File: src/rtl/shreg_pkg.sv
package shreg_pkg;

    typedef enum logic [2:0] {
        SM_OFF         = 3'd0,
        SM_IN_T2       = 3'd1,
        SM_IN_SYS      = 3'd2,
        SM_IN_EXT      = 3'd3,
        SM_OUT_T2      = 3'd4,
        SM_OUT_T2_FREE = 3'd5,
        SM_OUT_SYS     = 3'd6,
        SM_OUT_EXT     = 3'd7
    } shift_mode_e;

    typedef enum logic [1:0] {
        SRC_NONE,
        SRC_T2,
        SRC_SYS,
        SRC_EXT
    } clk_src_e;

    typedef struct packed {
        logic     dir_out;
        logic     free_run;
        clk_src_e src;
    } mode_dec_t;

    function automatic mode_dec_t decode_mode(input logic [2:0] m);
        mode_dec_t d;
        d.dir_out  = m[2];
        d.free_run = (m == SM_OUT_T2_FREE);
        case (m)
            SM_IN_T2, SM_OUT_T2, SM_OUT_T2_FREE: d.src = SRC_T2;
            SM_IN_SYS, SM_OUT_SYS:               d.src = SRC_SYS;
            SM_IN_EXT, SM_OUT_EXT:               d.src = SRC_EXT;
            default:                             d.src = SRC_NONE;
        endcase
        return d;
    endfunction

endpackage

File: src/rtl/shreg_edge_sync.sv
module shreg_edge_sync #(
    parameter int STAGES = 2
) (
    input  logic clk,
    input  logic rst,
    input  logic async_i,
    output logic rise_o
);
    logic [STAGES:0] pipe_q;

    always_ff @(posedge clk) begin
        if (rst) pipe_q <= '0;
        else     pipe_q <= {pipe_q[STAGES-1:0], async_i};
    end

    assign rise_o = pipe_q[STAGES-1] & ~pipe_q[STAGES];
endmodule

File: src/rtl/shreg_tick_sel.sv
module shreg_tick_sel
    import shreg_pkg::*;
(
    input  mode_dec_t dec_i,
    input  logic      t2_strobe_i,
    input  logic      ext_rise_i,
    output logic      tick_o
);
    always_comb begin
        case (dec_i.src)
            SRC_T2:  tick_o = t2_strobe_i;
            SRC_SYS: tick_o = 1'b1;
            SRC_EXT: tick_o = ext_rise_i;
            default: tick_o = 1'b0;
        endcase
    end
endmodule

File: src/rtl/shreg_core.sv
module shreg_core
    import shreg_pkg::*;
#(
    parameter int WIDTH = 8
) (
    input  logic             clk,
    input  logic             rst,
    input  mode_dec_t        dec_i,
    input  logic             tick_i,
    input  logic             wr_en_i,
    input  logic [WIDTH-1:0] wr_data_i,
    input  logic             rd_en_i,
    input  logic             ser_in_i,
    output logic [WIDTH-1:0] data_o,
    output logic             ser_out_o,
    output logic             done_o
);
    localparam int CNT_W = $clog2(WIDTH + 1);
    localparam logic [CNT_W-1:0] CNT_FULL = CNT_W'(WIDTH);
    localparam logic [CNT_W-1:0] CNT_ONE  = CNT_W'(1);

    logic [WIDTH-1:0] data_q;
    logic [CNT_W-1:0] cnt_q;
    logic             done_q;
    logic             ser_q;
    logic             armed;
    logic             do_shift;

    assign armed    = (cnt_q != '0) || dec_i.free_run;
    assign do_shift = tick_i && armed && (dec_i.src != SRC_NONE);

    always_ff @(posedge clk) begin
        if (rst) begin
            data_q <= '0;
            cnt_q  <= CNT_FULL;
            done_q <= 1'b0;
            ser_q  <= 1'b0;
        end else if (wr_en_i) begin
            data_q <= wr_data_i;
            cnt_q  <= CNT_FULL;
            done_q <= 1'b0;
        end else if (rd_en_i) begin
            cnt_q  <= CNT_FULL;
            done_q <= 1'b0;
        end else if (do_shift) begin
            if (dec_i.dir_out) begin
                ser_q  <= data_q[WIDTH-1];
                data_q <= {data_q[WIDTH-2:0], data_q[WIDTH-1]};
            end else begin
                data_q <= {data_q[WIDTH-2:0], ser_in_i};
            end
            if (cnt_q != '0) begin
                cnt_q <= cnt_q - CNT_ONE;
                if (cnt_q == CNT_ONE) done_q <= 1'b1;
            end
        end
    end

    assign data_o    = data_q;
    assign ser_out_o = ser_q;
    assign done_o    = done_q;
endmodule

File: src/rtl/shreg_shift_unit.sv
module shreg_shift_unit
    import shreg_pkg::*;
#(
    parameter int WIDTH       = 8,
    parameter int SYNC_STAGES = 2
) (
    input  logic             clk,
    input  logic             rst,
    input  logic [2:0]       mode_i,
    input  logic             wr_en_i,
    input  logic [WIDTH-1:0] wr_data_i,
    input  logic             rd_en_i,
    output logic [WIDTH-1:0] rd_data_o,
    input  logic             t2_strobe_i,
    input  logic             ext_clk_i,
    input  logic             ser_in_i,
    output logic             ser_out_o,
    output logic             done_o
);
    mode_dec_t dec;
    logic      ext_rise;
    logic      tick;

    assign dec = decode_mode(mode_i);

    shreg_edge_sync #(.STAGES(SYNC_STAGES)) u_sync (
        .clk    (clk),
        .rst    (rst),
        .async_i(ext_clk_i),
        .rise_o (ext_rise)
    );

    shreg_tick_sel u_tick (
        .dec_i      (dec),
        .t2_strobe_i(t2_strobe_i),
        .ext_rise_i (ext_rise),
        .tick_o     (tick)
    );

    shreg_core #(.WIDTH(WIDTH)) u_core (
        .clk      (clk),
        .rst      (rst),
        .dec_i    (dec),
        .tick_i   (tick),
        .wr_en_i  (wr_en_i),
        .wr_data_i(wr_data_i),
        .rd_en_i  (rd_en_i),
        .ser_in_i (ser_in_i),
        .data_o   (rd_data_o),
        .ser_out_o(ser_out_o),
        .done_o   (done_o)
    );
endmodule

File: config.mk
export PLATFORM = sky130hd
export DESIGN_NAME = shreg_shift_unit
export DESIGN_NICKNAME = d
export VERILOG_FILES = /design/src/rtl/shreg_pkg.sv /design/src/rtl/shreg_edge_sync.sv /design/src/rtl/shreg_tick_sel.sv /design/src/rtl/shreg_core.sv /design/src/rtl/shreg_shift_unit.sv
export SDC_FILE = /design/constraint.sdc
export NUM_CORES = 1
export LEC_CHECK = 0
export BUFFER_PORTS_ARGS = -buffer_cell sky130_fd_sc_hd__buf_2
export CORE_MARGIN = 10
export CORE_UTILIZATION = 47
export DETAILED_ROUTE_END_ITERATION = 8
export GPL_ROUTABILITY_DRIVEN = 0
export PLACE_DENSITY = 0.76
export SYNTH_ARGS = -nofsm -noshare
export SYNTH_HDL_FRONTEND = slang
export SYNTH_HIERARCHICAL = 1
export SYNTH_SLANG_ARGS = --single-unit
File: constraint.sdc
create_clock -name clk -period 3 [get_ports clk]
set_clock_uncertainty 0.05 [all_clocks]
set_input_delay 0.3 -clock clk [delete_from_list [all_inputs] [get_ports clk]]
set_output_delay 0.3 -clock clk [all_outputs]
set_load 0.01 [all_outputs]
# Word level (Yosys, flattened, before mapping)
# Index checks and enable logic that the tools add are counted.
# word_totals
ff_bits,17
word_cells,42
# op_classes
addsub,1
eq_ne,12
n_mux,6
bitwise,4
n_reduce_logical,14
# op_table
cell,count
8-bit 2-to-1 mux,3
3-bit == test (second input constant),4
3-bit by 2-bit == test with 1-bit output (second input constant),2
2-bit case mux with 3 select lines,1
3-bit OR reduction,2
2-bit == test (second input constant),2
4-bit by 1-bit == test with 1-bit output (second input constant),1
2-bit AND reduction,2
4-bit AND reduction,1
2-bit nonzero test,2
4-bit nonzero test,1
2-bit OR reduction,2
4-bit by 1-bit subtractor with 4-bit output (second input constant),1
3-bit by 1-bit == test with 1-bit output (second input constant),1
1-bit NOT,3
1-bit case mux with 3 select lines,1
3-bit AND reduction,1
2-bit by 1-bit == test with 1-bit output (second input constant),1
1-bit logical AND,2
2-bit != test (second input constant),1
1-bit AND,1
1-bit logical OR,1
1-bit 2-to-1 mux,1

# Logic depth before layout (Yosys ltp)
# logic_depth
word_depth,10
mapped_depth,8
mapped_depth_nobuf,7

# Modules after synthesis
# The synthesis kept the hierarchy.
# by_module_without_submodules
mod,instances,cells_per_inst,area_per_inst_um2
shreg_core,1,91,779.5
shreg_edge_sync,1,7,87.6
shreg_shift_unit,1,4,21.3
shreg_tick_sel,1,3,15.0

# Worst setup path before layout
# Ideal clock, no wire load.
# synth_path
kind,input to register
start,in mode_i[1]
end,reg u_core.data_q[1] (netlist: u_core/data_o[1])
setup_time_ns,0.137
arrival_time_ns,1.454
setup_slack_ns,1.359
stages,8
cell_sequence,inv_1 > a21o_1 > a21oi_1 > a31oi_1 > o21ai_1 > buf_2 > o311ai_0 > o211ai_1
# synth_rtl
item,line,text
"start, declared",shreg_shift_unit.sv:9,"input logic [2:0] mode_i,"
"end signal, assigned",shreg_core.sv:39,data_q <= wr_data_i;
"end signal, assigned",shreg_core.sv:48,"data_q <= {data_q[WIDTH-2:0], data_q[WIDTH-1]};"
"end signal, assigned",shreg_core.sv:50,"data_q <= {data_q[WIDTH-2:0], ser_in_i};"
"end, declared",shreg_core.sv:22,logic [WIDTH-1:0] data_q;

# Worst setup path after layout
# layout_path
start,reg u_sync.pipe_q[1]
end,reg u_core.data_q[2] (netlist: u_core/data_o[2])
# layout_via
elab_chain_cells,6
# layout_lines
item,line,text
"start, declared",shreg_edge_sync.sv:9,logic [STAGES:0] pipe_q;
"start signal, assigned",shreg_edge_sync.sv:13,"else pipe_q <= {pipe_q[STAGES-1:0], async_i};"
1-bit AND,shreg_edge_sync.sv:16,assign rise_o = pipe_q[STAGES-1] & ~pipe_q[STAGES];
net ext_rise,shreg_shift_unit.sv:21,logic ext_rise;
1-bit case mux with 3 select lines,shreg_tick_sel.sv:10,case (dec_i.src)
net tick,shreg_shift_unit.sv:22,logic tick;
1-bit logical AND (2 in a row),shreg_core.sv:30,assign do_shift = tick_i && armed && (dec_i.src != SRC_NONE);
2-bit nonzero test (no line),--,
2-bit AND reduction (no line),--,
# The timed path passes the listed nets, and every way through them passes these cells.
# A chain may end at the register's enable or synchronous reset.

==> flow_summary_export.csv <==
group,metric,value,unit
clock_tree,root_buffer,"clkbuf_4",
clock_tree,clock_slew_seen_by_the_registers_of_the_worst_setup_and_hold_paths,100,ps
clock_tree,tritoncts_num_sinks,17,
timing,finalCritPeriodShare,0.639,
die,ios,28,
flow_run,max_cap_viols,0,
clock_tree,post_cts_hold_buffer_count,0,
timing,max_slew.worst_pin.slew,788,ps
clock_tree,htree_levels,1,
worst_setup_path,critical_path.max_stage_delay,560,ps
global_route,global_route_wire_length_before_repair,3.80,mm
synth,post_synth_xor_area_fraction,0,
routing,detail_route.vias_per_cell,5.40,
timing,fmax,522,MHz
routing,firstDrtPassIters,4,
worst_setup_path,cp_slowest_cell,"or3_1",
timing,relSlewSlack,0.471,
finish,syn_to_final_growth,18.3,%
place,port_buffers,27,
synth,synth.mux.area_fraction,0.0346,
synth,syn_inst,105,
synth,synth_compound_gate_area_share,0.245,
synth,synth.yosys.warnings,6,
place,place_hpwl,1.70,mm
synth,synth_top_family_by_area,"compound AO/OA/AOI/OAI gates",
routing,num_vias,837,
timing,finalMaxSlewViolations,0,
timing,timing.final.ws_setup,1080,ps
global_route,global_route.usage.total,0.109,
pwr,peakVddDrop,0.000245,V
global_route,antenna_found_initial,0,
clock_tree,clock_tree_from_tritoncts,"yes",
die,starting_utilization_of_the_core_area,0.507,
finish,design.final.nets,152,
clock_tree,clock_tree.buffer_depth,2,
pwr,pwr_density_cell,416,nW/µm²
die,core-area,1780,µm²
synth,synth_seq_cells,17,
synth,syn-cell-area,903,µm²
global_route,global_route.overflow_total,0,
worst_setup_path,worst_setup_path_end_kind,"register",
worst_hold_path,min-delay-path-class,"input port to register",
timing,setup_total_negative_slack,0,ps
clock_tree,clock_latency,280,ps
die,fp.dieArea,4080,µm²
clock_tree,postCtsSetupBuffers,0,
outcome,outcome,"finished, final reports clean",
die,floorplan.rows,15,
routing,route.detailed.wl_per_inst,14.3,µm
worst_setup_path,setup.worst_path.class,"register to register",
place,post-place-ws,853,ps
synth,synthDistinctLibCells,34,
die,dieHeight,63.8,µm
synth,synth_simple_gate_area_frac,0.242,
timing,hold_viol,0,
synth,syn-mean-instance-area,8.60,µm²
worst_setup_path,critical_path.startpoint_type,"register",
worst_setup_path,cells_along_the_critical_path,"nor2b_2, inv_1, a31oi_1, o21ai_1, or3_1, o211ai_1",
synth,postSynthNetCount,126,
routing,routed_wirelength,2.21,mm
clock_tree,cts-resized-gates,0,
finish,num_antenna_cells,0,
global_route,first_global_vias,844,
pwr,leakagePower,0.451,nW
routing,drt_iter0_markers,28,
worst_setup_path,path_max_fanout,14,
timing,post_layout_minimum_cycle_time,1920,ps
synth,ys_seq_area_frac,0.377,
worst_setup_path,worstPathBufferInverterCount,1,
finish,drive_gt1_frac,0.262,
timing,setup_repair_after_global_routing_missed_its_margin,"no",
worst_setup_path,arrival,2080,ps
routing,postRouteAntennaNets,0,
die,die-width,63.8,µm
worst_setup_path,worst-endpoint-required,3160,ps
routing,drt_drc_violations_left,0,
synth,synth_fa_ha_area_frac,0.0416,
timing,report.final.setup_viol,0,
global_route,grt_start_max_net_pins,15,
worst_setup_path,path_delay_family,"compound AO/OA/AOI/OAI gates",
clock_tree,cts_made_buffers,3,
-- synth_stat cells, drive strengths merged --
| cell | number | area (µm²) |
|---|---|---|
| mux2 | 1 | 11.3 |
| o21ai | 3 | 15.0 |
| and3 | 1 | 6.26 |
| dfxtp | 17 | 340 |
| nand2 | 14 | 52.6 |
| nand3 | 1 | 5.00 |
| nor3b | 1 | 7.51 |
| nor4 | 1 | 6.26 |
| nor4b | 1 | 23.8 |
| buf | 2 | 12.5 |
| a21o | 1 | 7.51 |
| o31ai | 1 | 12.5 |
| or3 | 2 | 12.5 |
| nor2b | 7 | 46.3 |
| or3b | 1 | 8.76 |
| inv | 7 | 26.3 |
| o211ai | 7 | 52.6 |
| clkbuf | 4 | 15.0 |
| or4 | 1 | 7.51 |
| mux2i | 2 | 20.0 |
| a311oi | 1 | 8.76 |
| o311ai | 7 | 61.3 |
| a31oi | 2 | 12.5 |
| a21oi | 4 | 20.0 |
| o21a | 1 | 7.51 |
| a41oi | 1 | 8.76 |
| a211oi | 2 | 15.0 |
| ha | 3 | 37.5 |
| nand2b | 3 | 18.8 |
| nor3 | 1 | 5.00 |
| nor2 | 5 | 18.8 |
-- final timing paths --
check,slack [ps],cells past startpoint,start,end
setup / recovery,1080,6,u_sync/pipe_q[1],u_core/data_o[2]
hold / removal,170,3,wr_data_i[6],u_core/data_o[6]
setup reg to reg,1080,6,u_sync/pipe_q[1],u_core/data_o[2]
hold reg to reg,410,1,u_sync/pipe_q[0],u_sync/pipe_q[1]
-- stage by stage --
stage | instances | hold WS (ps) | util | total power, mW | area [µm²]
after floorplan | 105 | 322 | - | 0.299 | 903
final | 155 | 172 | 0.599 | 0.445 | 1070
after global placement | 151 | 371 | 0.585 | 0.325 | 1040
after CTS | 155 | 167 | 0.599 | 0.451 | 1070
after detailed placement | 151 | 389 | 0.585 | 0.328 | 1040
after global routing | 155 | 155 | 0.599 | 0.474 | 1070
-- registers in the layout (all words and copies together), names as in the netlist --
signal            count
u_core/ser_out_o      1
u_sync/pipe_q         3
u_core/data_o         8
u_core/done_o         1
u_core/cnt_q          4
-- tightest hold or removal path: cells and delay by family --
family	cells	cell delay [ps]
and+or+nand+nor	1	40
AOI/OAI and AO/OA	1	60
buffers and inverters	1	70
-- routing by layer --
| layer | vias to the layer above | share of wire | track usage |
|---|---|---|---|
| met5 | - | 0 | 0 |
| met4 | 0 | 0.0054 | 0.0492 |
| met3 | 2 | 0.079 | 0.0418 |
| met2 | 23 | 0.46 | 0.184 |
| met1 | 380 | 0.45 | 0.119 |
| li1 | 432 | - | - |
-- power breakdown --
part           switching, mW  internal (mW)  total (mW)  leakage (nW)
Clock                 0.0697         0.0516       0.121        0.0150
Combinational         0.0443         0.0338      0.0780         0.296
Sequential           0.00875          0.236       0.245         0.139
Total                  0.123          0.322       0.445         0.451
-- final cells by class --
class,instances,area (µm²)
fill,170,714
multi-input combinational,75,509
sequential,17,340
timing repair buffer,27,135
tap,25,31.3
clock buffer,4,26.3
inverter,7,26.3
-- layout by cell type (no fill, tap or decap) --
master	Yosys	routed
buf_2	1	27
dfxtp_1	17	17
nand2_1	14	14
inv_1	7	7
o311ai_0	7	7
o211ai_1	7	7
nor2b_1	6	6
nor2_1	5	5
a21oi_1	4	4
clkbuf_4	0	3
nand2b_1	3	3
ha_1	3	3
mux2i_1	2	2
or3_1	2	2
o21ai_0	2	2
a211oi_1	2	2
a31oi_1	2	2
and3_1	1	1
a21o_1	1	1
clkbuf_1	4	1
o21ai_1	1	1
nor4b_4	1	1
nor4_1	1	1
nor3b_1	1	1
or4_1	1	1
o21a_1	1	1
or3b_2	1	1
nand3_1	1	1
o31ai_2	1	1
mux2_1	1	1
nor3_1	1	1
a311oi_1	1	1
a41oi_1	1	1
nor2b_2	1	1
-- cell families (layout without fill, tap and decap cells) --
logic type | count (synthesis) | in the layout
simple gates | 39 | 39
compound gates | 30 | 30
flops | 17 | 17
buf+inv | 13 | 38
fa+ha+maj | 3 | 3
mux | 3 | 3
No activity file was read; power rests on OpenSTA's default activity.
